[config.mk]
export PLATFORM = sky130hd
export DESIGN_NAME = task_dispatcher
export DESIGN_NICKNAME = d
export VERILOG_FILES = /design/src/rtl/dispatch_pkg.sv /design/src/rtl/td_pending_bank.sv /design/src/rtl/td_priority_pick.sv /design/src/rtl/td_callback_table.sv /design/src/rtl/task_dispatcher.sv
export SDC_FILE = /design/constraint.sdc
export NUM_CORES = 1
export LEC_CHECK = 0
export CORE_UTILIZATION = 30
export DETAILED_ROUTE_END_ITERATION = 16
export SLEW_MARGIN = 30
export SYNTH_ARGS = -nofsm -noshare
export SYNTH_HDL_FRONTEND = slang
export SYNTH_SLANG_ARGS = --single-unit
[constraint.sdc]
create_clock -name clk -period 5.85 [get_ports clk]
set_clock_uncertainty 0.2 [all_clocks]
set_input_delay 0.585 -clock clk [delete_from_list [all_inputs] [get_ports clk]]
set_output_delay 0.585 -clock clk [all_outputs]
set_load 0.1 [all_outputs]
[src/rtl/dispatch_pkg.sv]
package dispatch_pkg;
  // Per-entry update chosen for a callback slot in one cycle
  typedef enum logic [1:0] {
    CB_KEEP    = 2'd0,
    CB_BIND    = 2'd1,
    CB_YIELDTO = 2'd2,
    CB_CLEAR   = 2'd3
  } cb_op_e;
endpackage

[src/rtl/td_pending_bank.sv]
module td_pending_bank #(
  parameter int N  = 8,
  parameter int IW = (N > 1) ? $clog2(N) : 1
) (
  input  logic          clk,
  input  logic          rst,
  input  logic [N-1:0]  req_i,
  input  logic          clr_valid_i,
  input  logic [IW-1:0] clr_idx_i,
  output logic [N-1:0]  pend_o
);
  for (genvar i = 0; i < N; i++) begin : g_flag
    logic hit;
    assign hit = clr_valid_i && (clr_idx_i == IW'(i));
    always_ff @(posedge clk) begin
      if (rst)           pend_o[i] <= 1'b0;
      else if (req_i[i]) pend_o[i] <= 1'b1;   // new event beats the clear
      else if (hit)      pend_o[i] <= 1'b0;
    end
  end
endmodule

[src/rtl/td_priority_pick.sv]
module td_priority_pick #(
  parameter int N  = 8,
  parameter int IW = (N > 1) ? $clog2(N) : 1
) (
  input  logic [N-1:0]  vec_i,
  output logic          valid_o,
  output logic [IW-1:0] idx_o
);
  // Scan from the top so the lowest set index is written last
  always_comb begin
    valid_o = 1'b0;
    idx_o   = '0;
    for (int i = N - 1; i >= 0; i--) begin
      if (vec_i[i]) begin
        valid_o = 1'b1;
        idx_o   = IW'(i);
      end
    end
  end
endmodule

[src/rtl/td_callback_table.sv]
module td_callback_table
  import dispatch_pkg::*;
#(
  parameter int N  = 8,
  parameter int RW = 4,
  parameter int IW = (N > 1) ? $clog2(N) : 1
) (
  input  logic          clk,
  input  logic          rst,
  input  logic          clear_i,
  input  logic          bind_we_i,
  input  logic [IW-1:0] bind_task_i,
  input  logic [RW-1:0] bind_rt_i,
  input  logic          yt_we_i,
  input  logic [IW-1:0] yt_task_i,
  input  logic [RW-1:0] yt_rt_i,
  input  logic [IW-1:0] rd_idx_i,
  output logic [RW-1:0] rd_rt_o
);
  logic [RW-1:0] slot_q   [N];
  logic [RW-1:0] slot_nxt [N];

  for (genvar i = 0; i < N; i++) begin : g_slot
    cb_op_e op;
    always_comb begin
      if (clear_i)                                   op = CB_CLEAR;
      else if (yt_we_i && yt_task_i == IW'(i))       op = CB_YIELDTO;
      else if (bind_we_i && bind_task_i == IW'(i))   op = CB_BIND;
      else                                           op = CB_KEEP;
      unique case (op)
        CB_CLEAR:   slot_nxt[i] = '0;
        CB_YIELDTO: slot_nxt[i] = yt_rt_i;
        CB_BIND:    slot_nxt[i] = bind_rt_i;
        default:    slot_nxt[i] = slot_q[i];
      endcase
    end
    always_ff @(posedge clk) begin
      if (rst) slot_q[i] <= '0;
      else     slot_q[i] <= slot_nxt[i];
    end
  end

  // Read the post-update value so a same-cycle rebind is seen by the dispatch
  assign rd_rt_o = slot_nxt[rd_idx_i];
endmodule

[src/rtl/task_dispatcher.sv]
module task_dispatcher #(
  parameter int N  = 8,
  parameter int RW = 4,
  localparam int IW = (N > 1) ? $clog2(N) : 1
) (
  input  logic          clk,
  input  logic          rst,
  input  logic [N-1:0]  req_i,
  input  logic          mask_we_i,
  input  logic [N-1:0]  mask_i,
  input  logic          yield_i,
  input  logic          yieldto_i,
  input  logic [RW-1:0] yieldto_routine_i,
  input  logic          bind_i,
  input  logic [IW-1:0] bind_task_i,
  input  logic [RW-1:0] bind_routine_i,
  input  logic          exit_i,
  output logic          dispatch_o,
  output logic          idle_o,
  output logic [IW-1:0] key_task_o,
  output logic [RW-1:0] key_routine_o
);
  logic [N-1:0]  pend_q;
  logic [N-1:0]  mask_q;
  logic [N-1:0]  cand;
  logic          win_valid;
  logic [IW-1:0] win_idx;
  logic [RW-1:0] win_rt;
  logic          go;
  logic          fire;
  logic          yt_we;

  assign cand  = pend_q & mask_q;
  assign go    = !exit_i && (idle_o || yield_i || yieldto_i);
  assign fire  = go && win_valid;
  assign yt_we = yieldto_i && !idle_o;

  td_pending_bank #(.N(N), .IW(IW)) u_pend (
    .clk(clk), .rst(rst), .req_i(req_i),
    .clr_valid_i(fire), .clr_idx_i(win_idx), .pend_o(pend_q)
  );

  td_priority_pick #(.N(N), .IW(IW)) u_pick (
    .vec_i(cand), .valid_o(win_valid), .idx_o(win_idx)
  );

  td_callback_table #(.N(N), .RW(RW), .IW(IW)) u_cb (
    .clk(clk), .rst(rst), .clear_i(exit_i),
    .bind_we_i(bind_i), .bind_task_i(bind_task_i), .bind_rt_i(bind_routine_i),
    .yt_we_i(yt_we), .yt_task_i(key_task_o), .yt_rt_i(yieldto_routine_i),
    .rd_idx_i(win_idx), .rd_rt_o(win_rt)
  );

  always_ff @(posedge clk) begin
    if (rst)            mask_q <= '0;
    else if (exit_i)    mask_q <= '0;
    else if (mask_we_i) mask_q <= mask_i;
  end

  always_ff @(posedge clk) begin
    if (rst) begin
      dispatch_o    <= 1'b0;
      idle_o        <= 1'b1;
      key_task_o    <= '0;
      key_routine_o <= '0;
    end else begin
      dispatch_o <= fire;
      if (fire) begin
        key_task_o    <= win_idx;
        key_routine_o <= win_rt;
        idle_o        <= 1'b0;
      end else if (exit_i || go) begin
        idle_o <= 1'b1;
      end
    end
  end

  // ---------------- assertions ----------------
  logic [N-1:0] win_below;
  logic [N-1:0] key_onehot;
  assign win_below  = (N'(1) << win_idx) - N'(1);
  assign key_onehot = N'(1) << key_task_o;

  a_r3_pick_lowest: assert property (@(posedge clk) disable iff (rst)
    win_valid |-> ((cand & (N'(1) << win_idx)) != '0) && ((cand & win_below) == '0));

  a_r4_dispatch_not_idle: assert property (@(posedge clk) disable iff (rst)
    dispatch_o |-> !idle_o);

  a_r6_masked_never_won: assert property (@(posedge clk) disable iff (rst)
    dispatch_o |-> (($past(mask_q) & key_onehot) != '0));

  a_r9_exit_stops: assert property (@(posedge clk) disable iff (rst)
    exit_i |=> idle_o && !dispatch_o && (mask_q == '0));

  a_r10_pending_cleared: assert property (@(posedge clk) disable iff (rst)
    dispatch_o |-> ((pend_q & key_onehot) == '0) || (($past(req_i) & key_onehot) != '0));

  a_r11_key_holds: assert property (@(posedge clk) disable iff (rst)
    !dispatch_o |-> $stable(key_task_o) && $stable(key_routine_o));
endmodule

==> metrics.cfg <==
[drt]
wire_per_inst_um = 18.2
routed_wl_mm = 9.02
dr.pass1.iters = 7
drc_errors = 0
vias = 2761
drt_iter0_drc = 525
ant_nets = 0
viasPerCell = 5.57

[clocking]
clk_pin_slew_worst_paths_ps = 70
clockRootBuffer = clkbuf_8
clock-sinks = 57
hold_buffers = 0
tritoncts = built
postCtsSetupBuffers = 0
cts_made_buffers = 9
cts_htree_levels = 3
insertion_delay_ps = 330
post_cts_resized = 0
cts_buffer_depth = 2

[sta]
fin_crit_ps = 2950
setup_ws_ps = 2900
slew_headroom = 0.343
hold_viol = 0
fmaxAchievable_mhz = 339
rsz0062_at_grt = no
setup_viol = 0
finalMaxSlewViolations = 0
period_share = 0.504
tns_ps = 0
worst_pin_slew_ps = 982
holdWs_ps = 308

[global_route]
grt-ovfl-total = 0
grt_max_degree = 51
grt_use_total = 0.183
grt_pass1_wl_mm = 13.9
first_global_vias = 2576
antenna_found_initial = 0

[finish]
fill_cells = 1009
multi_input_area_um2 = 1570
nets = 396
antenna_cells = 0
area_growth_pct = 20.6
final_common_cell = nor2_1
seq_area_um2 = 1140
layout-drive-gt1-share = 0.0981
mostFrequentLayoutCells = 68 x nor2_1, 57 x dfxtp_1, 42 x clkdlybuf4s50_1
postLayoutCoreUtil = 0.377
final_area_um2 = 3540
fin_cells = 496

[logic_synthesis]
syn_area_um2 = 2930
synth-edff-count = 0
ys_ff_latch = 57
ys_types = 59
synth_cells = 328
async_reset_ff_frac = 0
yosysSeqAreaShare = 0.389
yosys_warnings = 0
avgSynthCellArea_um2 = 8.95
ys.flop_type = dfxtp_1
syn_nets = 362

[worst_setup_path]
required_ps = 5070
crit_chain = clkdlybuf4s50_1
r2r_start = key_task_o[1]$_SDFFE_PP0P_
path_delay_family = buffers and inverters
cp_data_arrival_time_ps = 2170
slowest_stage = clkdlybuf4s50_1
cp.depth = 1
cp-start-kind = flop
crit_start = key_task_o[1]$_SDFFE_PP0P_
worstRegToRegCells = 6
cp_max_fo = 10
critPathKind = flop to output port
crit_path_max_incr_delay_ps = 1220
cp_num_buf_inv = 1
end_kind = output port

[pwr]
p_per_area_nw_per_um2 = 258
power_uw = 913
ir_drop_uv = 123
power.leakage_nw = 1.25

[die]
dieArea_um2 = 10200
std_cell_rows = 35
dieWidth_um = 101
die_y_um = 101
core_area_um2 = 9370
initial_core_util = 0.313
io_pins = 43

[placement]
place_ws_ps = 2660
place_congestion = 0.928
hpwl_mm = 6.53
dpl_cell_area_um2 = 3330
io_buffers = 42
dp_cells = 480

[worst_hold_path]
hp-class = flop to flop
hold_path_depth = 2
hp-start = u_pend.pend_o[6]$_SDFFE_PP0P_

[job]
max_cap_violations = 0

[outcome]
status = finished, final reports clean

[power breakdown]
part           switching [mW]  internal (mW)  leakage (nW)  total [mW]
Sequential            0.00782          0.397         0.463       0.405
Combinational          0.0640         0.0429         0.688       0.107
Clock                   0.162          0.239        0.0995       0.401
Total                   0.234          0.679          1.25       0.913
[worst paths after layout]
kind | slack, ps | endpoint
hold reg to reg | 310 | u_pend.pend_o[6]$_SDFFE_PP0P_
hold / removal | 310 | u_pend.pend_o[6]$_SDFFE_PP0P_
setup / recovery | 2900 | key_task_o[1]
setup reg to reg | 3250 | key_routine_o[3]$_SDFFE_PP0P_
[sequential cells by signal, indices dropped and copies added (netlist names)]
register and cells:
u_cb.slot_q 32, dispatch_o 1, idle_o 1, mask_q 8, u_pend.pend_o 8, key_task_o 3, key_routine_o 4
[synth_stat cells (3+ instances only)]
library cell / count / share of area
nor2_1: 68 / 0.087
dfxtp_1: 57 / 0.39
a222oi_1: 21 / 0.072
nand2_1: 20 / 0.026
a21oi_1: 19 / 0.032
mux2i_1: 16 / 0.055
o22ai_1: 14 / 0.030
nor3_1: 9 / 0.015
a211o_1: 6 / 0.018
clkbuf_1: 6 / 0.0077
nand3_1: 6 / 0.010
and2_1: 5 / 0.011
a211oi_1: 4 / 0.010
a221oi_1: 4 / 0.012
nand2b_1: 4 / 0.0085
o21ai_0: 4 / 0.0068
a22o_1: 3 / 0.0090
a22oi_1: 3 / 0.0077
bufbuf_16: 3 / 0.033
inv_1: 3 / 0.0038
[worst min-delay path, delay by kind of cell, from the launching register on]
kind	cells	cell delay [ps]
flops	1	320
compound gates	2	150
[kinds of logic after synthesis]
| group | share of synthesized area |
|---|---|
| and+or+nand+nor | 0.233 |
| muxes | 0.0546 |
| DFF | 0.389 |
| buffers and inverters | 0.0772 |
| AOI/OAI and AO/OA | 0.246 |
[area by class of cell]
cell class / count / share of cell area
clock buffers: 11 / 0.0371
inverters: 4 / 0.00424
repair buffers: 44 / 0.123
well taps: 129 / 0.0456
multi-input cells: 246 / 0.445
flip-flops and latches: 57 / 0.323
clock inverters: 5 / 0.0226
[per-layer routing]
metal | wire [µm] | GRT usage | vias to the layer above | share of wire
li1 | - | - | 1310 | -
met2 | 4270 | 0.294 | 130 | 0.47
met4 | 183 | 0.0803 | 0 | 0.020
met1 | 3930 | 0.239 | 1302 | 0.44
met5 | 0 | 0 | - | 0
met3 | 637 | 0.0361 | 19 | 0.071
Note: power is estimated with default switching activity, not from simulation.
